<file path="src/rtl/rbc_pkg.sv">
package rbc_pkg;

  localparam int VEC_BANKS = 4;
  localparam int SCL_BANKS = 8;
  localparam int SCL_OFS   = VEC_BANKS;
  localparam int MASK_W    = VEC_BANKS + SCL_BANKS;
  localparam int VB_W      = $clog2(VEC_BANKS);
  localparam int SB_W      = $clog2(SCL_BANKS);
  localparam int POP_W     = $clog2(MASK_W + 1);

  typedef logic [MASK_W-1:0] bank_mask_t;

  function automatic logic [POP_W-1:0] mask_pop(input bank_mask_t m);
    logic [POP_W-1:0] n;
    n = '0;
    for (int b = 0; b < MASK_W; b++) begin
      n = n + POP_W'(m[b]);
    end
    return n;
  endfunction

endpackage

</file>
<file path="src/rtl/rbc_operand_span.sv">
module rbc_operand_span #(
  parameter int IDX_W  = 8,
  parameter int SZ_W   = 3,
  parameter int MAX_DW = 4
) (
  input  logic             valid,
  input  logic             scalar,
  input  logic             ignore,
  input  logic [IDX_W-1:0] index,
  input  logic [SZ_W-1:0]  size,
  output logic             live,
  output logic [IDX_W-1:0] base,
  output logic [SZ_W-1:0]  count
);

  localparam logic [SZ_W-1:0] MAX_SZ = SZ_W'(MAX_DW);
  localparam logic [SZ_W-1:0] ONE_SZ = SZ_W'(1);

  logic [SZ_W-1:0] clamped;

  always_comb begin
    clamped = (size > MAX_SZ) ? MAX_SZ : size;
    live    = valid & ~ignore & (size != '0);
    if (scalar) begin
      // scalar units are aligned register pairs
      base  = {1'b0, index[IDX_W-1:1]};
      count = (clamped > ONE_SZ) ? (clamped >> 1) : ONE_SZ;
    end else begin
      base  = index;
      count = clamped;
    end
  end

endmodule

</file>
<file path="src/rtl/rbc_operand_mask.sv">
module rbc_operand_mask
  import rbc_pkg::*;
#(
  parameter int NOPS   = 3,
  parameter int POS    = 0,
  parameter int UW     = 8,
  parameter int CW     = 3,
  parameter int MAX_DW = 4
) (
  input  logic [NOPS-1:0]    all_live,
  input  logic [NOPS-1:0]    all_scalar,
  input  logic [NOPS*UW-1:0] all_base,
  input  logic [NOPS*CW-1:0] all_count,
  output bank_mask_t         mask
);

  logic          own_live;
  logic          own_scal;
  logic [UW-1:0] own_base;
  logic [CW-1:0] own_count;
  logic [UW:0]   unit;
  logic [UW:0]   lo;
  logic [UW:0]   hi;
  logic          taken;

  assign own_live  = all_live[POS];
  assign own_scal  = all_scalar[POS];
  assign own_base  = all_base[POS*UW +: UW];
  assign own_count = all_count[POS*CW +: CW];

  always_comb begin
    mask  = '0;
    unit  = '0;
    lo    = '0;
    hi    = '0;
    taken = 1'b0;
    for (int j = 0; j < MAX_DW; j++) begin
      unit  = {1'b0, own_base} + (UW+1)'(j);
      taken = 1'b0;
      // a unit claimed by an earlier live operand of the same file is skipped
      for (int i = 0; i < NOPS; i++) begin
        lo = {1'b0, all_base[i*UW +: UW]};
        hi = lo + (UW+1)'(all_count[i*CW +: CW]);
        if ((i < POS) && all_live[i] && (all_scalar[i] == own_scal) &&
            (unit >= lo) && (unit < hi)) begin
          taken = 1'b1;
        end
      end
      if (own_live && (j < int'(own_count)) && !taken) begin
        if (own_scal) begin
          mask[SCL_OFS + int'(unit[SB_W-1:0])] = 1'b1;
        end else begin
          mask[int'(unit[VB_W-1:0])] = 1'b1;
        end
      end
    end
  end

endmodule

</file>
<file path="src/rtl/rbc_stall_accum.sv">
module rbc_stall_accum
  import rbc_pkg::*;
#(
  parameter int NOPS    = 3,
  parameter int STALL_W = 4
) (
  input  logic [NOPS*MASK_W-1:0] masks,
  output bank_mask_t             used,
  output logic [STALL_W-1:0]     stall
);

  bank_mask_t acc;
  int         total;

  always_comb begin
    acc   = '0;
    total = 0;
    for (int k = 0; k < NOPS; k++) begin
      total = total + int'(mask_pop(acc & masks[k*MASK_W +: MASK_W]));
      acc   = acc | masks[k*MASK_W +: MASK_W];
    end
    used  = acc;
    stall = STALL_W'(total);
  end

endmodule

</file>
<file path="src/rtl/bank_conflict_counter.sv">
module bank_conflict_counter
  import rbc_pkg::*;
#(
  parameter int NOPS    = 3,
  parameter int IDX_W   = 8,
  parameter int MAX_DW  = 4,
  parameter int SZ_W    = $clog2(MAX_DW + 1),
  parameter int STALL_W = $clog2((NOPS - 1) * MAX_DW + 1)
) (
  input  logic                    clk,
  input  logic                    rst_n,
  input  logic                    in_valid,
  input  logic [NOPS-1:0]         op_valid,
  input  logic [NOPS-1:0]         op_scalar,
  input  logic [NOPS-1:0]         op_ignore,
  input  logic [NOPS*IDX_W-1:0]   op_index,
  input  logic [NOPS*SZ_W-1:0]    op_size,
  output logic                    out_valid,
  output logic [MASK_W-1:0]       out_used,
  output logic [NOPS*MASK_W-1:0]  out_op_mask,
  output logic [STALL_W-1:0]      out_stall
);

  logic [NOPS-1:0]        op_live;
  logic [NOPS*IDX_W-1:0]  op_base;
  logic [NOPS*SZ_W-1:0]   op_cnt;
  logic [NOPS*MASK_W-1:0] mask_c;
  bank_mask_t             used_c;
  logic [STALL_W-1:0]     stall_c;

  genvar k;
  generate
    for (k = 0; k < NOPS; k++) begin : g_slot
      rbc_operand_span #(
        .IDX_W (IDX_W),
        .SZ_W  (SZ_W),
        .MAX_DW(MAX_DW)
      ) u_span (
        .valid (op_valid[k]),
        .scalar(op_scalar[k]),
        .ignore(op_ignore[k]),
        .index (op_index[k*IDX_W +: IDX_W]),
        .size  (op_size[k*SZ_W +: SZ_W]),
        .live  (op_live[k]),
        .base  (op_base[k*IDX_W +: IDX_W]),
        .count (op_cnt[k*SZ_W +: SZ_W])
      );

      rbc_operand_mask #(
        .NOPS  (NOPS),
        .POS   (k),
        .UW    (IDX_W),
        .CW    (SZ_W),
        .MAX_DW(MAX_DW)
      ) u_mask (
        .all_live  (op_live),
        .all_scalar(op_scalar),
        .all_base  (op_base),
        .all_count (op_cnt),
        .mask      (mask_c[k*MASK_W +: MASK_W])
      );
    end
  endgenerate

  rbc_stall_accum #(
    .NOPS   (NOPS),
    .STALL_W(STALL_W)
  ) u_accum (
    .masks(mask_c),
    .used (used_c),
    .stall(stall_c)
  );

  // result register stage: next-state logic
  logic                   vld_d;
  bank_mask_t             used_d;
  logic [NOPS*MASK_W-1:0] omask_d;
  logic [STALL_W-1:0]     stall_d;

  always_comb begin
    vld_d   = in_valid;
    used_d  = out_used;
    omask_d = out_op_mask;
    stall_d = out_stall;
    if (in_valid) begin
      used_d  = used_c;
      omask_d = mask_c;
      stall_d = stall_c;
    end
  end

  always_ff @(posedge clk or negedge rst_n) begin
    if (!rst_n) begin
      out_valid   <= 1'b0;
      out_used    <= '0;
      out_op_mask <= '0;
      out_stall   <= '0;
    end else begin
      out_valid   <= vld_d;
      out_used    <= used_d;
      out_op_mask <= omask_d;
      out_stall   <= stall_d;
    end
  end

  // assertion support: union and stall bound over the registered slot masks
  bank_mask_t chk_union;
  int         chk_bound;

  always_comb begin
    chk_union = '0;
    chk_bound = 0;
    for (int s = 0; s < NOPS; s++) begin
      chk_union = chk_union | out_op_mask[s*MASK_W +: MASK_W];
      if (s > 0) begin
        chk_bound = chk_bound + $countones(out_op_mask[s*MASK_W +: MASK_W]);
      end
    end
  end

  AST_VALID_RISE: assert property (@(posedge clk) disable iff (!rst_n)
    in_valid |=> out_valid);
  AST_VALID_IDLE: assert property (@(posedge clk) disable iff (!rst_n)
    !in_valid |=> !out_valid);
  AST_RESULT_HOLD: assert property (@(posedge clk) disable iff (!rst_n)
    !in_valid |=> ($stable(out_used) && $stable(out_op_mask) && $stable(out_stall)));
  AST_USED_UNION: assert property (@(posedge clk) disable iff (!rst_n)
    out_used == chk_union);
  AST_STALL_BOUND: assert property (@(posedge clk) disable iff (!rst_n)
    out_valid |-> (int'(out_stall) <= chk_bound));

  generate
    for (k = 0; k < NOPS; k++) begin : g_chk
      AST_DEAD_SLOT_ZERO: assert property (@(posedge clk) disable iff (!rst_n)
        (in_valid && !op_live[k]) |=> (out_op_mask[k*MASK_W +: MASK_W] == '0));
    end
  endgenerate

endmodule

</file>
<file path="config.mk">
export PLATFORM = sky130hd
export DESIGN_NAME = bank_conflict_counter
export DESIGN_NICKNAME = d
export VERILOG_FILES = /design/src/rtl/rbc_pkg.sv /design/src/rtl/rbc_operand_span.sv /design/src/rtl/rbc_operand_mask.sv /design/src/rtl/rbc_stall_accum.sv /design/src/rtl/bank_conflict_counter.sv
export SDC_FILE = /design/constraint.sdc
export NUM_CORES = 1
export LEC_CHECK = 0
export ABC_AREA = 1
export BUFFER_PORTS_ARGS = -buffer_cell sky130_fd_sc_hd__buf_2
export CAP_MARGIN = 10
export CELL_PAD_IN_SITES_DETAIL_PLACEMENT = 1
export CELL_PAD_IN_SITES_GLOBAL_PLACEMENT = 2
export CORE_MARGIN = 3
export CORE_UTILIZATION = 31
export DETAILED_ROUTE_END_ITERATION = 12
export HOLD_SLACK_MARGIN = 0.05
export PLACE_DENSITY_LB_ADDON = 0.1
export SLEW_MARGIN = 0
export SYNTH_ARGS = -nofsm -noshare
export SYNTH_HDL_FRONTEND = slang
export SYNTH_SLANG_ARGS = --single-unit
</file>
<file path="constraint.sdc">
create_clock -name clk -period 0.8 [get_ports clk]
set_clock_uncertainty 0.1 [all_clocks]
set_input_delay 0.04 -clock clk [delete_from_list [all_inputs] [get_ports clk]]
set_output_delay 0.04 -clock clk [all_outputs]
set_load 0.02 [all_outputs]
</file>
Word-level counts from Yosys, hierarchy flattened
Cells that the tools add are included.
{"block": "word_totals", "regBits": 53, "input_bits": 45, "word_cells": 352}
{"block": "classes", "add_sub_neg": 46, "magnitude_cmp": 90, "n_eq_ne": 3, "mux": 96, "bitwise": 31, "n_reduce_logical": 82}
{"op": "$ge A32 B1 Y1 const B", "n": 12}
{"op": "$lt A32 B6 Y1 const B", "n": 12}
{"op": "$mux W12", "n": 24}
{"op": "$or A12 B12 Y12", "n": 11}
{"op": "$or A12 B4 Y12", "n": 9}
{"op": "$ge A9 B8 Y1", "n": 9}
{"op": "$lt A9 B9 Y1", "n": 9}
{"op": "$add A4 B1 Y4", "n": 18}
{"op": "$logic_and A1 B1 Y1", "n": 71}
{"op": "$lt A2 B5 Y1 const B", "n": 12}
{"op": "$add A3 B3 Y4 const A", "n": 12}
{"op": "$demux W1 S4", "n": 12}
{"op": "$add A8 B2 Y9 const B", "n": 4}
{"op": "$mux W1", "n": 36}
{"op": "$lt A8 B9 Y1", "n": 3}
{"op": "$and A12 B12 Y12", "n": 2}
{"op": "$demux W1 S2", "n": 12}
{"op": "$ge A2 B1 Y1 const B", "n": 12}
{"op": "$ge A8 B8 Y1", "n": 3}
{"op": "$mux W8", "n": 3}
{"op": "$add A8 B1 Y9 const B", "n": 2}
{"op": "$add A8 B3 Y9", "n": 2}
{"op": "$lt A1 B3 Y1 const A", "n": 6}
{"op": "$lt A2 B3 Y1 const A", "n": 6}
{"op": "other kinds (15)", "n": 46}

Logic depth before layout (Yosys ltp)
{"block": "logic_depth", "depth_word": 35, "mapped_depth": 41, "ltp_nobuf": 38}

Cells and area by module
Synthesis repeated with hierarchy kept, for this count alone.
{"block": "unflattened", "cells_unflattened": 1926, "area_unflattened_um2": 11959.0}
{"module": "rbc_operand_mask at g_slot[2].u_mask", "instances": 1, "cells_each": 788, "area_per_inst_um2": 4749.6}
{"module": "rbc_operand_mask at g_slot[1].u_mask", "instances": 1, "cells_each": 541, "area_per_inst_um2": 3143.0}
{"module": "bank_conflict_counter", "instances": 1, "cells_each": 221, "area_per_inst_um2": 2099.5}
{"module": "rbc_stall_accum", "instances": 1, "cells_each": 117, "area_per_inst_um2": 813.3}
{"module": "rbc_operand_mask at g_slot[0].u_mask", "instances": 1, "cells_each": 150, "area_per_inst_um2": 643.1}
{"module": "rbc_operand_span at g_slot[1].u_span ...", "instances": 2, "cells_each": 36, "area_per_inst_um2": 171.4}
{"module": "rbc_operand_span at g_slot[0].u_span", "instances": 1, "cells_each": 37, "area_per_inst_um2": 167.7}

Least setup slack after synthesis
OpenSTA, ideal clock, no wires.
{"block": "synth_path", "path_type": "in2reg", "start": "in op_scalar[0]", "end": "reg out_stall[2]", "setup_time_ns": 0.128, "arrival_time_ns": 7.155, "slack_ns": -6.583, "path_stages": 35, "cell_sequence": "buf_6 -> buf_2 -> o21ai_0 -> ha_1 -> nand2_1 -> nand2_1 -> nand2_1 -> xor2_1 -> ha_1 -> a21o_1 -> nor2_1 -> nand2_1 -> a21oi_1 -> nand2_1 -> nand2_1 -> nand2_1 -> nand2_1 -> nand2_1 -> buf_4 -> nand3_1 -> nand2_1 -> nand2_2 -> a21oi_1 -> ha_1 -> inv_1 -> fa_1 -> inv_1 -> fa_1 -> fa_1 -> fa_1 -> fa_1 -> fa_1 -> fa_1 -> xnor2_1 -> o21ai_0"}
{"block": "synth_via", "elab_chain_len": 31}
{"element": "start: declaration", "line": "bank_conflict_counter.sv:14", "rtl": "input logic [NOPS-1:0] op_scalar,"}
{"element": "parallel branches: the longest is 30 deep, another holds $ge A32 B1 Y1"}
{"element": "$add A4 B4 Y4 (*)", "line": "rbc_stall_accum.sv:19", "rtl": "total = total + int'(mask_pop(acc & masks[k*MASK_W +: MASK_W]));"}
{"element": "end signal: assignment", "line": "bank_conflict_counter.sv:102", "rtl": "out_stall <= stall_d;"}
{"element": "end: declaration", "line": "bank_conflict_counter.sv:21", "rtl": "output logic [STALL_W-1:0] out_stall"}
Every way passes the cells marked *.
A chain may end at the register's enable or synchronous reset.

Final worst setup path
{"block": "layout_path", "start": "in op_size[0]", "end": "reg out_stall[1]"}
{"block": "layout_via", "elab_chain_len": 35}
{"element": "start: declaration", "line": "bank_conflict_counter.sv:17", "rtl": "input logic [NOPS*SZ_W-1:0] op_size,"}
{"element": "parallel branches: the longest is 34 deep, another holds $add A8 B3 Y9"}
{"element": "$add A4 B4 Y4 (*)", "line": "rbc_stall_accum.sv:19"}
{"element": "named net stall_c[1]", "line": "bank_conflict_counter.sv:29", "rtl": "logic [STALL_W-1:0] stall_c;"}
Mark *: on every way through the listed nets, which the timed path passes.

==> qor.csv <==
metric;value;unit
maximum vdd drop;0.856;mV
CP Class;in -> reg;
Fin Hold WS;0.0449;ns
Worst EP required;0.94;ns
PD cells;1060;mW/mm^2
number of max-slew violations in the final report;0;
CTS sink cnt;53;
post-synthesis cell type count;56;
net count after synthesis;1753;
Die Ht;186;um
Max-Slew Margin vs Limit;66.0;%
vias in the first global route;12500;
std cell rows;65;
count of input and output buffers;97;
crit path capture type;flop;
RSZ-0062 raised after global routing;true;
largest net degree at the start of global routing;47;
global-route wire length before repair;68.9;mm
Clock power frac;12.6;%
core area;0.0317;mm^2
CTS tree;built;
Die Width;186;um
HPWL after DPL;37.3;mm
num ports;98;
Worst Slack Setup Final;-5.73;ns
grt total ovfl;0;
DRC;0;
Layout Cells excl Fill;2385;
CTS buffer count;5;
Placed Cells;2307;
outcome;finished with violations;
Vias;12100;
Worst Tran Pin Value;0.506;ns
Startpoint Class;input pin;
Seq/Total Area, Yosys;13.2;%
CP max-delay cell;fa_2;
P_leak;8.57;nW
post-synth design cell area;0.0101;mm^2
most frequent cells in the layout;buf_4, nand2_1, ha_1, inv_1, nor2_1;
Util after Layout;52.8;%
Gate power share;70.5;%
Cells after Synth;1473;
switching pwr;8.17;mW
Final period util;816;%
clock-pin transition on the worst setup and hold timing paths;0.08;ns
Largest stage delay, worst path;0.57;ns
sequential share of power;16.9;%
final WL;46.9;mm
final setup TNS;-133.06;ns
#FFs+latches synth;53;
drt pass-1 iters;5;
CP arrival;6.67;ns
CP max FO;7;
switching share of power;45.9;%
Int Pwr;9.64;mW
initial antenna violation count;0;
initial core utilization;31.7;%
gr usage total;25.6;%
DRT iter0 DRCs;529;
H-tree Lvls;2;
Max-Cap Viols;0;
Avg Cell Area, Syn;6.82;um^2
HP Class;in -> async;
fin crit period;6.53;ns
Vias/cell;5.06;
most common cell after layout, fill and taps aside;buf_4;
CTS Root Cell;clkbuf_16;
diode count;0;
share of layout cells above drive strength 1;44.3;%
Die ar.;0.0346;mm^2
Placer Congestion;0.940;
Clock Latency Late Sink;0.30;ns
Longest Clk Path Bufs;2;
failing checks;negative setup slack;
Hold Vio Cnt, Final;0;
Fmax;153;MHz
Antenna Nets Post-Route;0;
WL/cell;19.7;um
Most common cell on crit path;fa_1;
Syn. warnings;0;
Final setup violation count;105;
fin nets;2262;
area grow syn2layout;66.5;%
-- logic make-up after synthesis --
group / count (synthesis) / share of synthesized area, %
adder cells (fa/ha/maj): 235 / 30.7
XOR/XNOR: 36 / 3.21
flip-flops: 53 / 13.2
AND/OR/NAND/NOR: 726 / 31.3
AO/OA/AOI/OAI: 224 / 13.5
buffers and inverters: 199 / 8.18
-- power groups by stage --
stage / clock network, mW / registers [mW] / logic, mW
2_1_floorplan: 0 / 3.23 / 5.28
3_3_place_gp: 0 / 3.01 / 9.85
3_5_place_dp: 0 / 3.01 / 10.2
4_1_cts: 2.29 / 2.97 / 11.4
5_1_grt: 2.39 / 3.02 / 13.9
6_report: 2.24 / 3.01 / 12.6
-- metrics by stage --
stage / cell area (um^2) / total power, mW / setup slack (ns)
after floorplan: 10200 / 8.51 / -5.82
after global placement: 13900 / 12.9 / -6.29
after detailed placement: 13900 / 13.2 / -6.30
after CTS: 15400 / 16.7 / -5.65
after global routing: 16700 / 19.3 / -5.99
final: 16700 / 17.8 / -5.73
-- final timing paths --
check	start	end	slack (ns)	cells past startpoint
min in group clk	in_valid	out_op_mask[27]	0.10	3
worst max-delay path	op_size[0]	out_stall[1]	-5.73	33
worst min-delay path	rst_n	out_op_mask[5]	0.04	2
worst min register to register	out_op_mask[8]	out_op_mask[8]	0.42	2
max in group asynchronous	rst_n	out_op_mask[32]	0.12	3
worst max register to register	out_op_mask[34]	out_op_mask[34]	-0.11	2
-- cells in the mapped netlist, drive strengths merged --
cell type / count / area (um^2)
clkbuf: 8 / 30.0
o31ai: 1 / 12.5
nor3: 25 / 125
o22ai: 3 / 18.8
and2: 2 / 12.5
a22oi: 2 / 15.0
a2111oi: 1 / 8.76
nand2: 399 / 1570
a32o: 4 / 40.0
clkinv: 1 / 3.75
o2111ai: 2 / 17.5
ha: 216 / 2700
nor2b: 1 / 13.8
o32ai: 2 / 17.5
nand3b: 3 / 22.5
a21boi: 1 / 7.51
xnor2: 4 / 35.0
a21o: 5 / 37.5
buf: 17 / 131
nor4: 4 / 25.0
and3: 3 / 18.8
a211oi: 2 / 15.0
a31oi: 10 / 62.6
o21ai: 66 / 390
o221ai: 2 / 17.5
nand4: 49 / 307
or2: 2 / 12.5
nor3b: 1 / 7.51
o211ai: 3 / 22.5
a41oi: 1 / 8.76
nor2: 164 / 651
a221oi: 1 / 8.76
fa: 19 / 380
a21oi: 98 / 502
o21bai: 4 / 30.0
o21a: 16 / 120
xor2: 32 / 288
nand3: 73 / 380
dfrtp: 53 / 1330
inv: 173 / 657
-- registers in the layout, indices dropped and copies added (netlist names) --
signal / count
out_op_mask: 36
out_stall: 4
out_used: 12
out_valid: 1
-- per-layer routing --
metal  GRT usage, %  wire, um
met5              0         0
met4           3.37       578
met3           2.01      1190
met2           45.6     23300
met1           34.9     21900
-- timing repair --
action | 4_1_cts | 5_1_grt
gates resized for setup | 253 | 280
pin swaps | 53 | 64
setup buffers | 21 | 47
hold endpoints to repair | 54 | 0
hold buffers | 2 | 0
setup endpoints to repair | 105 | 106
cloned | 0 | 0
-- critical path, delay by kind of cell --
kind	cells	cell delay [ns]
xor gates and xnor gates	1	0.13
adders and majority gates	10	4.18
buffers and inverters	7	0.84
and+or+nand+nor	11	1.03
AOI/OAI and AO/OA	4	0.41
-- final cells by class --
| type | instances | area (um^2) |
|---|---|---|
| fill | 3899 | 15000 |
| multi-input combinational | 1221 | 9550 |
| timing repair buffer | 527 | 4530 |
| sequential | 53 | 1330 |
| inverter | 174 | 682 |
| tap | 402 | 503 |
| clock buffer | 5 | 125 |
| clock inverter | 3 | 21.3 |
No activity file was read; power rests on OpenSTA's default activity.
